File: src/rtl/lf_inj_pkg.sv
package lf_inj_pkg;

  localparam logic [7:0] CH_K28_4 = 8'h9C;
  localparam logic [7:0] CH_D0_0  = 8'h00;
  localparam logic [7:0] CH_D1_0  = 8'h01;
  localparam int         SET_LEN  = 4;

  // Character of the local-fault set for a given lane position.
  function automatic logic [7:0] lf_char(input int lane);
    case (lane % SET_LEN)
      0:       return CH_K28_4;
      3:       return CH_D1_0;
      default: return CH_D0_0;
    endcase
  endfunction

  // Control flag of the local-fault set for a given lane position.
  function automatic logic lf_ctrl(input int lane);
    return (lane % SET_LEN) == 0;
  endfunction

endpackage

File: src/rtl/lf_rst_sync.sv
module lf_rst_sync #(
  parameter int STAGES = 2
) (
  input  logic clk,
  input  logic rst_n_async,
  output logic rst_n_sync
);

  logic [STAGES-1:0] chain_q;
  logic [STAGES-1:0] chain_d;

  always_comb begin
    chain_d = {chain_q[STAGES-2:0], 1'b1};
  end

  always_ff @(posedge clk or negedge rst_n_async) begin
    if (!rst_n_async) begin
      chain_q <= '0;
    end else begin
      chain_q <= chain_d;
    end
  end

  assign rst_n_sync = chain_q[STAGES-1];

endmodule

File: src/rtl/lf_fault_merge.sv
module lf_fault_merge #(
  parameter int LANES     = 4,
  parameter int HOLD_COLS = 1
) (
  input  logic             clk,
  input  logic             rst_n,
  input  logic [LANES-1:0] los,
  input  logic [LANES-1:0] sync_lost,
  input  logic             align_lost,
  input  logic             pll_unlock,
  output logic             fault_now
);

  localparam int CNT_W = (HOLD_COLS > 0) ? $clog2(HOLD_COLS + 1) : 1;
  localparam logic [CNT_W-1:0] HOLD_LOAD = CNT_W'(HOLD_COLS);

  logic             raw_fault;
  logic [CNT_W-1:0] hold_q;
  logic [CNT_W-1:0] hold_d;
  logic             hold_en;
  logic             hold_busy;

  assign raw_fault = (|los) | (|sync_lost) | align_lost | pll_unlock;
  assign hold_busy = (hold_q != '0);

  // Next-state: reload on any fault, count down through clear columns.
  always_comb begin
    hold_d  = hold_q;
    hold_en = 1'b0;
    if (raw_fault) begin
      hold_d  = HOLD_LOAD;
      hold_en = 1'b1;
    end else if (hold_busy) begin
      hold_d  = hold_q - 1'b1;
      hold_en = 1'b1;
    end
  end

  always_ff @(posedge clk or negedge rst_n) begin
    if (!rst_n) begin
      hold_q <= '0;
    end else if (hold_en) begin
      hold_q <= hold_d;
    end
  end

  assign fault_now = raw_fault | hold_busy;

endmodule

File: src/rtl/lf_column_mux.sv
module lf_column_mux #(
  parameter int LANES  = 4,
  parameter int CHAR_W = 8
) (
  input  logic [LANES*CHAR_W-1:0] col_data,
  input  logic [LANES-1:0]        col_ctrl,
  input  logic                    inject,
  output logic [LANES*CHAR_W-1:0] mux_data,
  output logic [LANES-1:0]        mux_ctrl
);

  import lf_inj_pkg::*;

  for (genvar g = 0; g < LANES; g++) begin : g_lane
    localparam logic [CHAR_W-1:0] SET_CHAR = CHAR_W'(lf_char(g));
    localparam logic              SET_CTRL = lf_ctrl(g);

    assign mux_data[g*CHAR_W +: CHAR_W] = inject ? SET_CHAR : col_data[g*CHAR_W +: CHAR_W];
    assign mux_ctrl[g]                  = inject ? SET_CTRL : col_ctrl[g];
  end

endmodule

File: src/rtl/lf_seq_inject.sv
module lf_seq_inject #(
  parameter int LANES      = 4,
  parameter int CHAR_W     = 8,
  parameter int HOLD_COLS  = 1,
  parameter int RST_STAGES = 2
) (
  input  logic                    clk,
  input  logic                    rst_n,
  input  logic [LANES*CHAR_W-1:0] in_data,
  input  logic [LANES-1:0]        in_ctrl,
  input  logic [LANES-1:0]        los,
  input  logic [LANES-1:0]        sync_lost,
  input  logic                    align_lost,
  input  logic                    pll_unlock,
  input  logic                    prop_en,
  output logic [LANES*CHAR_W-1:0] out_data,
  output logic [LANES-1:0]        out_ctrl,
  output logic                    fault_out
);

  localparam int COL_W = LANES * CHAR_W;

  logic             rst_core_n;
  logic             fault_now;
  logic             inject;
  logic [COL_W-1:0] mux_data;
  logic [LANES-1:0] mux_ctrl;
  logic [COL_W-1:0] out_data_d;
  logic [LANES-1:0] out_ctrl_d;
  logic             fault_d;

  lf_rst_sync #(.STAGES(RST_STAGES)) u_rst (
    .clk         (clk),
    .rst_n_async (rst_n),
    .rst_n_sync  (rst_core_n)
  );

  lf_fault_merge #(.LANES(LANES), .HOLD_COLS(HOLD_COLS)) u_fault (
    .clk        (clk),
    .rst_n      (rst_core_n),
    .los        (los),
    .sync_lost  (sync_lost),
    .align_lost (align_lost),
    .pll_unlock (pll_unlock),
    .fault_now  (fault_now)
  );

  assign inject = prop_en & fault_now;

  lf_column_mux #(.LANES(LANES), .CHAR_W(CHAR_W)) u_mux (
    .col_data (in_data),
    .col_ctrl (in_ctrl),
    .inject   (inject),
    .mux_data (mux_data),
    .mux_ctrl (mux_ctrl)
  );

  always_comb begin
    out_data_d = mux_data;
    out_ctrl_d = mux_ctrl;
    fault_d    = fault_now;
  end

  always_ff @(posedge clk or negedge rst_core_n) begin
    if (!rst_core_n) begin
      out_data  <= '0;
      out_ctrl  <= '0;
      fault_out <= 1'b0;
    end else begin
      out_data  <= out_data_d;
      out_ctrl  <= out_ctrl_d;
      fault_out <= fault_d;
    end
  end

endmodule

File: config.mk
export PLATFORM = sky130hd
export DESIGN_NAME = lf_seq_inject
export DESIGN_NICKNAME = d
export VERILOG_FILES = /design/src/rtl/lf_inj_pkg.sv /design/src/rtl/lf_rst_sync.sv /design/src/rtl/lf_fault_merge.sv /design/src/rtl/lf_column_mux.sv /design/src/rtl/lf_seq_inject.sv
export SDC_FILE = /design/constraint.sdc
export NUM_CORES = 1
export LEC_CHECK = 0
export ABC_AREA = 1
export ABC_CLOCK_PERIOD_IN_PS = 1520
export BUFFER_PORTS_ARGS = -buffer_cell sky130_fd_sc_hd__buf_2
export CAP_MARGIN = 10
export CORE_MARGIN = 2
export CORE_UTILIZATION = 42
export DETAILED_ROUTE_END_ITERATION = 16
export PLACE_DENSITY = 0.77
export SLEW_MARGIN = 30
export SYNTH_ARGS = -nofsm -noshare
export SYNTH_HDL_FRONTEND = slang
export SYNTH_SLANG_ARGS = --single-unit
File: constraint.sdc
create_clock -name clk -period 1.52 [get_ports clk]
set_input_delay 0 -clock clk [delete_from_list [all_inputs] [get_ports clk]]
set_output_delay 0 -clock clk [all_outputs]
set_load 0.005 [all_outputs]
== Word level (Yosys, flattened, before mapping) ==
Index checks and enable logic that the tools add are counted.
W data, S select, Z words.

* Register bits after elaboration: 40
* Input bits: 49
* Output and inout port bits: 37
* Logic and storage cells: 25

* $add $sub $neg: 1
* Multiplexer cells: 12
* Bitwise logic cells: 5
* Reduce and logical (&&, ||, !) cells: 2

{| class="wikitable"
|+ Operator list
! operator !! number
|-
| $mux W8 || 4
|-
| $mux W1 || 8
|-
| $reduce_or A4 Y1 || 2
|-
| $or A1 B1 Y1 || 4
|-
| $and A1 B1 Y1 || 1
|-
| $sub A1 B1 Y1 const B || 1
|}

== Depth between registers and ports, before layout ==
* Depth in word-level cells: 7
* Depth in mapped cells: 6
* Mapped depth without buffers: 6

== Hierarchy ==
From an unflattened synthesis, not the netlist that was laid out.

* Cell total of the unflattened synthesis: 130
* Area total of the unflattened synthesis: 1370.1 sq um

{| class="wikitable"
|+ By module, submodules not included
! module !! times used !! cells an instance !! area each (sq um) !! sequential area each (sq um)
|-
| lf_seq_inject || 1 || 39 || 933.4 || 925.9
|-
| lf_column_mux || 1 || 76 || 307.8 || 0.0
|-
| lf_fault_merge || 1 || 12 || 75.1 || 25.0
|-
| lf_rst_sync || 1 || 3 || 53.8 || 50.0
|}

== Worst setup path after synthesis ==
OpenSTA, ideal clock, no wires.

* Kind: register -> register
* Start point: register u_fault.hold_q, in the netlist u_fault.hold_busy
* End point: register out_data[10]
* Setup time: 73 ps
* Data arrival time: 770 ps
* Required time: 1447 ps
* Path slack: 677 ps
* Cell stages (with the launch flop): 5
* Buffers on the path: 1
* Period minus slack after synthesis: 843 ps
* Cell sequence: dfrtp_1 inv_1 nand3_4 buf_6 a21oi_2

* Word-level cells in the longest chain between the ends: 3

{| class="wikitable"
|+ RTL lines
! item !! line !! text
|-
| start: declaration || lf_fault_merge.sv:18 || <nowiki>logic [CNT_W-1:0] hold_q;</nowiki>
|-
| start signal: assignment || lf_fault_merge.sv:43 || <nowiki>hold_q <= hold_d;</nowiki>
|-
| $or A1 B1 Y1 || lf_fault_merge.sv:47 || <nowiki>assign fault_now = raw_fault | hold_busy;</nowiki>
|-
| named net fault_d || lf_seq_inject.sv:30 || <nowiki>logic fault_d;</nowiki>
|-
| $and A1 B1 Y1 || lf_seq_inject.sv:48 || <nowiki>assign inject = prop_en & fault_now;</nowiki>
|-
| $mux W8 || lf_column_mux.sv:18 || <nowiki>assign mux_data[g*CHAR_W +: CHAR_W] = inject ? SET_CHAR : col_data[g*CHAR_W +: CHAR_W];</nowiki>
|-
| named net mux_data[10] || lf_seq_inject.sv:26 || <nowiki>logic [COL_W-1:0] mux_data;</nowiki>
|-
| end signal: assignment || lf_seq_inject.sv:70 || <nowiki>out_data <= out_data_d;</nowiki>
|-
| end: declaration || lf_seq_inject.sv:16 || <nowiki>output logic [LANES*CHAR_W-1:0] out_data,</nowiki>
|}

The timed path passes the listed nets, and every way through them passes these cells.
A chain may end at the register's enable or synchronous reset.

== Worst setup path after layout ==
* Start point: input port align_lost
* End point: register u_fault.hold_q, in the netlist u_fault.hold_busy

* Word-level cells in the longest chain between the ends: 3
* Elaborated cells on any way between the ends: 4
* Classes of those cells: mux: 2; bitwise: 2

{| class="wikitable"
|+ RTL lines
! item !! line !! text
|-
| start: declaration || lf_seq_inject.sv:13 || <nowiki>input logic align_lost,</nowiki>
|-
| $or A1 B1 Y1 (*) (2 in a row) || lf_fault_merge.sv:23 || <nowiki>assign raw_fault = (|los) | (|sync_lost) | align_lost | pll_unlock;</nowiki>
|-
| $mux W1 || lf_fault_merge.sv:30 || <nowiki>if (raw_fault) begin</nowiki>
|}

Every way passes the cells marked *; elsewhere a longest branch is shown, timed or not.

==> impl_metrics.sql <==
INSERT INTO impl_metrics (metric_group, metric, value, unit) VALUES
('outcome', 'status', 'complete, no violations', ''),
('drt', 'wl_met2', '2180', 'µm'),
('power', 'vdd_ir_drop_max', '595', 'µV'),
('place', 'dp_hpwl', '2180', 'µm'),
('cells_and_area', 'final.fill_count', '255', ''),
('critical_path', 'count_of_buffer_and_inverter_cells_on_the_critical_path', '3', ''),
('drt', 'drt_first_iter_violations', '18', ''),
('synth', 'syn_area_per_cell', '11.2', 'µm²'),
('floorplan', 'placementRows', '21', ''),
('drt', 'postRouteAntennaNets', '0', ''),
('clock_tree', 'total_of_hold_buffers_inserted_after_clock_tree_synthesis', '40', ''),
('worst_hold_path', 'hold-path-cell-count', '4', ''),
('synth', 'synth.distinct_cells', '14', ''),
('critical_path', 'critical-path-top-cell-by-count', 'sky130_fd_sc_hd__dlygate4sd3_1', ''),
('synth', 'mappedNetlistNets', '180', ''),
('global_routing', 'pin_count_of_the_biggest_net_entering_global_routing', '24', ''),
('timing', 'fin_crit_sh', '0.928', ''),
('cells_and_area', 'final_layout_size_suffix_gt1_frac', '0.424', ''),
('global_routing', 'grt_use_total', '0.206', ''),
('synth', 'postSynthRegisterBits', '40', ''),
('clock_tree', 'tritoncts_clock_tree', 'yes', ''),
('cells_and_area', 'antenna_cells', '0', ''),
('critical_path', 'start_kind', 'input pin', ''),
('cells_and_area', 'commonest_non_fill_non_tap_cell_in_the_layout', 'sky130_fd_sc_hd__buf_2', ''),
('timing', 'unrepaired_setup_endpoints_after_global_routing', 'no', ''),
('critical_path', 'critical-path-top-delay-family', 'buffers and inverters', ''),
('timing', 'max_clock_freq', '709', 'MHz'),
('timing', 'post-route-min-period', '1.41', 'ns'),
('synth', 'post-synth-top-area-cell', 'sky130_fd_sc_hd__dfrtp_1', ''),
('critical_path', 'critPathMaxStageDelay', '0.56', 'ns'),
('critical_path', 'endpoint_kind', 'flop', ''),
('drt', 'drt_first_pass_iters', '4', ''),
('drt', 'wl_per_cell', '12.2', 'µm'),
('clock_tree', 'number_of_buffers_created_by_cts', '5', ''),
('drt', 'wirelength', '3790', 'µm'),
('drt', 'dr_wl_met3', '275', 'µm'),
('critical_path', 'critical_path.slowest_cell', 'sky130_fd_sc_hd__dlygate4sd3_1', ''),
('floorplan', 'floorplan.initialDensity', '0.437', ''),
('critical_path', 'path_cells', 'dlygate4sd3_1 > buf_2 > or2_1 > nor2_4 > dlygate4sd3_1 > nand2_1', ''),
('synth', 'yosys_warnings', '0', ''),
('clock_tree', 'clkTransAtPathRegs', '0.11', 'ns'),
('place', 'placement.io_buffers', '85', ''),
('cells_and_area', 'area_used_by_sequential_logic_in_the_layout', '0.00100', 'mm²'),
('critical_path', 'number_of_cell_instances_on_the_worst_register_to_register_path', '4', ''),
('drt', 'met1_length', '1250', 'µm'),
('timing', 'setup_viol', '0', ''),
('cells_and_area', 'final_nets', '312', ''),
('floorplan', 'ios', '86', ''),
('floorplan', 'fp.dieArea', '0.00399', 'mm²'),
('drt', 'via_per_inst', '4.27', ''),
('timing', 'hold_violations', '0', ''),
('place', 'gp_congestion', '0.740', ''),
('timing', 'setup_tns', '0', 'ns'),
('global_routing', 'first_global_vias', '1387', ''),
('clock_tree', 'htree_num_levels', '2', ''),
('critical_path', 'endpoint_required_time_on_the_critical_path', '1.77', 'ns'),
('drt', 'top_layer', 'met4', ''),
('floorplan', 'floorplan.die.width', '63.2', 'µm'),
('synth', 'synthDominantCellAreaShare', '0.680', ''),
('synth', 'netlist_instances', '131', ''),
('synth', 'synth.top_cells.by_area', 'sky130_fd_sc_hd__dfrtp_1 68%, sky130_fd_sc_hd__inv_1 9.4%, sky130_fd_sc_hd__a21oi_2 6.5%', ''),
('critical_path', 'timing.critical_path.fanout_max', '2', ''),
('critical_path', 'cp.depth', '6', ''),
('power', 'cellLeakagePower', '1.36', 'nW'),
('timing', 'setup_clock_skew_after_layout', '0.00838', 'ns'),
('drt', 'num_vias', '1324', ''),
('clock_tree', 'post_cts.resized_instances', '0', ''),
('global_routing', 'grt_antenna_before_repair', '0', ''),
('cells_and_area', 'multi_input_area', '285', 'µm²'),
('clock_tree', 'postCtsSetupRepairBufs', '0', ''),
('cells_and_area', 'layout.cells.most_common_list', '85 x sky130_fd_sc_hd__buf_2, 40 x sky130_fd_sc_hd__dlygate4sd3_1, 39 x sky130_fd_sc_hd__dfrtp_1, 37 x sky130_fd_sc_hd__inv_1, 19 x sky130_fd_sc_hd__a21oi_1', '');
final timing paths:
| kind | from | to | slack [ns] |
|---|---|---|---|
| min | sync_lost[1] | u_fault.hold_busy$_DFFE_PN0P_ | 0.01 |
| min reg2reg | u_rst.chain_q[1]$_DFF_PN0_ | out_data[3]$_DFF_PN0_ | 0.13 |
| max | align_lost | u_fault.hold_busy$_DFFE_PN0P_ | 0.11 |
| max in group asynchronous | rst_n | u_rst.chain_q[1]$_DFF_PN0_ | 0.86 |
| max reg2reg | u_fault.hold_busy$_DFFE_PN0P_ | out_data[17]$_DFF_PN0_ | 0.38 |
| min in group asynchronous | u_rst.chain_q[1]$_DFF_PN0_ | out_data[3]$_DFF_PN0_ | 0.13 |
cells by family (layout without fill, tap and decap cells):
family,count (synthesis),in the layout,share of synthesized area
AOI/OAI and AO/OA,30,30,0.130
buffers and inverters,43,176,0.126
DFF,40,40,0.680
other,1,1,0.00255
and+or+nand+nor,17,17,0.0612
area by class of cell:
type                            instances  share of cell area
Tap cell                               46              0.0238
Multi-Input combinational cell         48               0.118
Timing Repair Buffer                  131               0.360
Inverter                               37              0.0575
Clock buffer                            7              0.0228
Clock inverter                          1             0.00311
Sequential cell                        40               0.415
Yosys cell counts:
cell,instances
sky130_fd_sc_hd__nand3_4,1
sky130_fd_sc_hd__a21oi_1,19
sky130_fd_sc_hd__buf_2,1
sky130_fd_sc_hd__and2_1,1
sky130_fd_sc_hd__a21oi_2,11
sky130_fd_sc_hd__dfrtp_1,40
sky130_fd_sc_hd__buf_6,3
sky130_fd_sc_hd__clkbuf_1,2
sky130_fd_sc_hd__conb_1,1
sky130_fd_sc_hd__nand2_1,9
sky130_fd_sc_hd__or2_1,1
sky130_fd_sc_hd__nor2_1,4
sky130_fd_sc_hd__inv_1,37
sky130_fd_sc_hd__nor2_4,1
flip-flops by register name (all words and copies together), names as in the netlist:
signal and flops:
u_rst.chain_q 2, u_fault.hold_busy 1, out_ctrl 4, out_data 32, fault_out 1
worst reg2reg max path, delay by kind of cell (launching register included):
kind / cells / cell delay (ns)
buf+inv: 2 / 0.34
simple gates: 1 / 0.20
flops: 1 / 0.38
compound gates: 1 / 0.14
through the flow:
| step | power, mW | cell area [µm²] | std cells | util | worst slack (ns) |
|---|---|---|---|---|---|
| floorplan | 1.24 | 1470 | 131 | - | 0.325 |
| global placement | 1.36 | 1950 | 262 | 0.581 | 0.411 |
| detailed placement | 1.37 | 1950 | 262 | 0.581 | 0.350 |
| CTS | 1.99 | 2420 | 310 | 0.719 | 0.159 |
| global route | 2.10 | 2420 | 310 | 0.719 | 0.0838 |
| finish | 1.99 | 2420 | 310 | 0.719 | 0.109 |
report_power, final:
group | switching (mW) | internal (mW) | total, mW
Combinational | 0.122 | 0.174 | 0.296
Clock | 0.338 | 0.227 | 0.564
Sequential | 0.0183 | 1.11 | 1.13
metal layers:
metal / vias up / global-route usage
li1: 647 / -
met1: 604 / 0.200
met2: 63 / 0.391
met3: 10 / 0.0786
met4: 0 / 0.0734
met5: - / 0
Power figures use the tool's default switching activity.
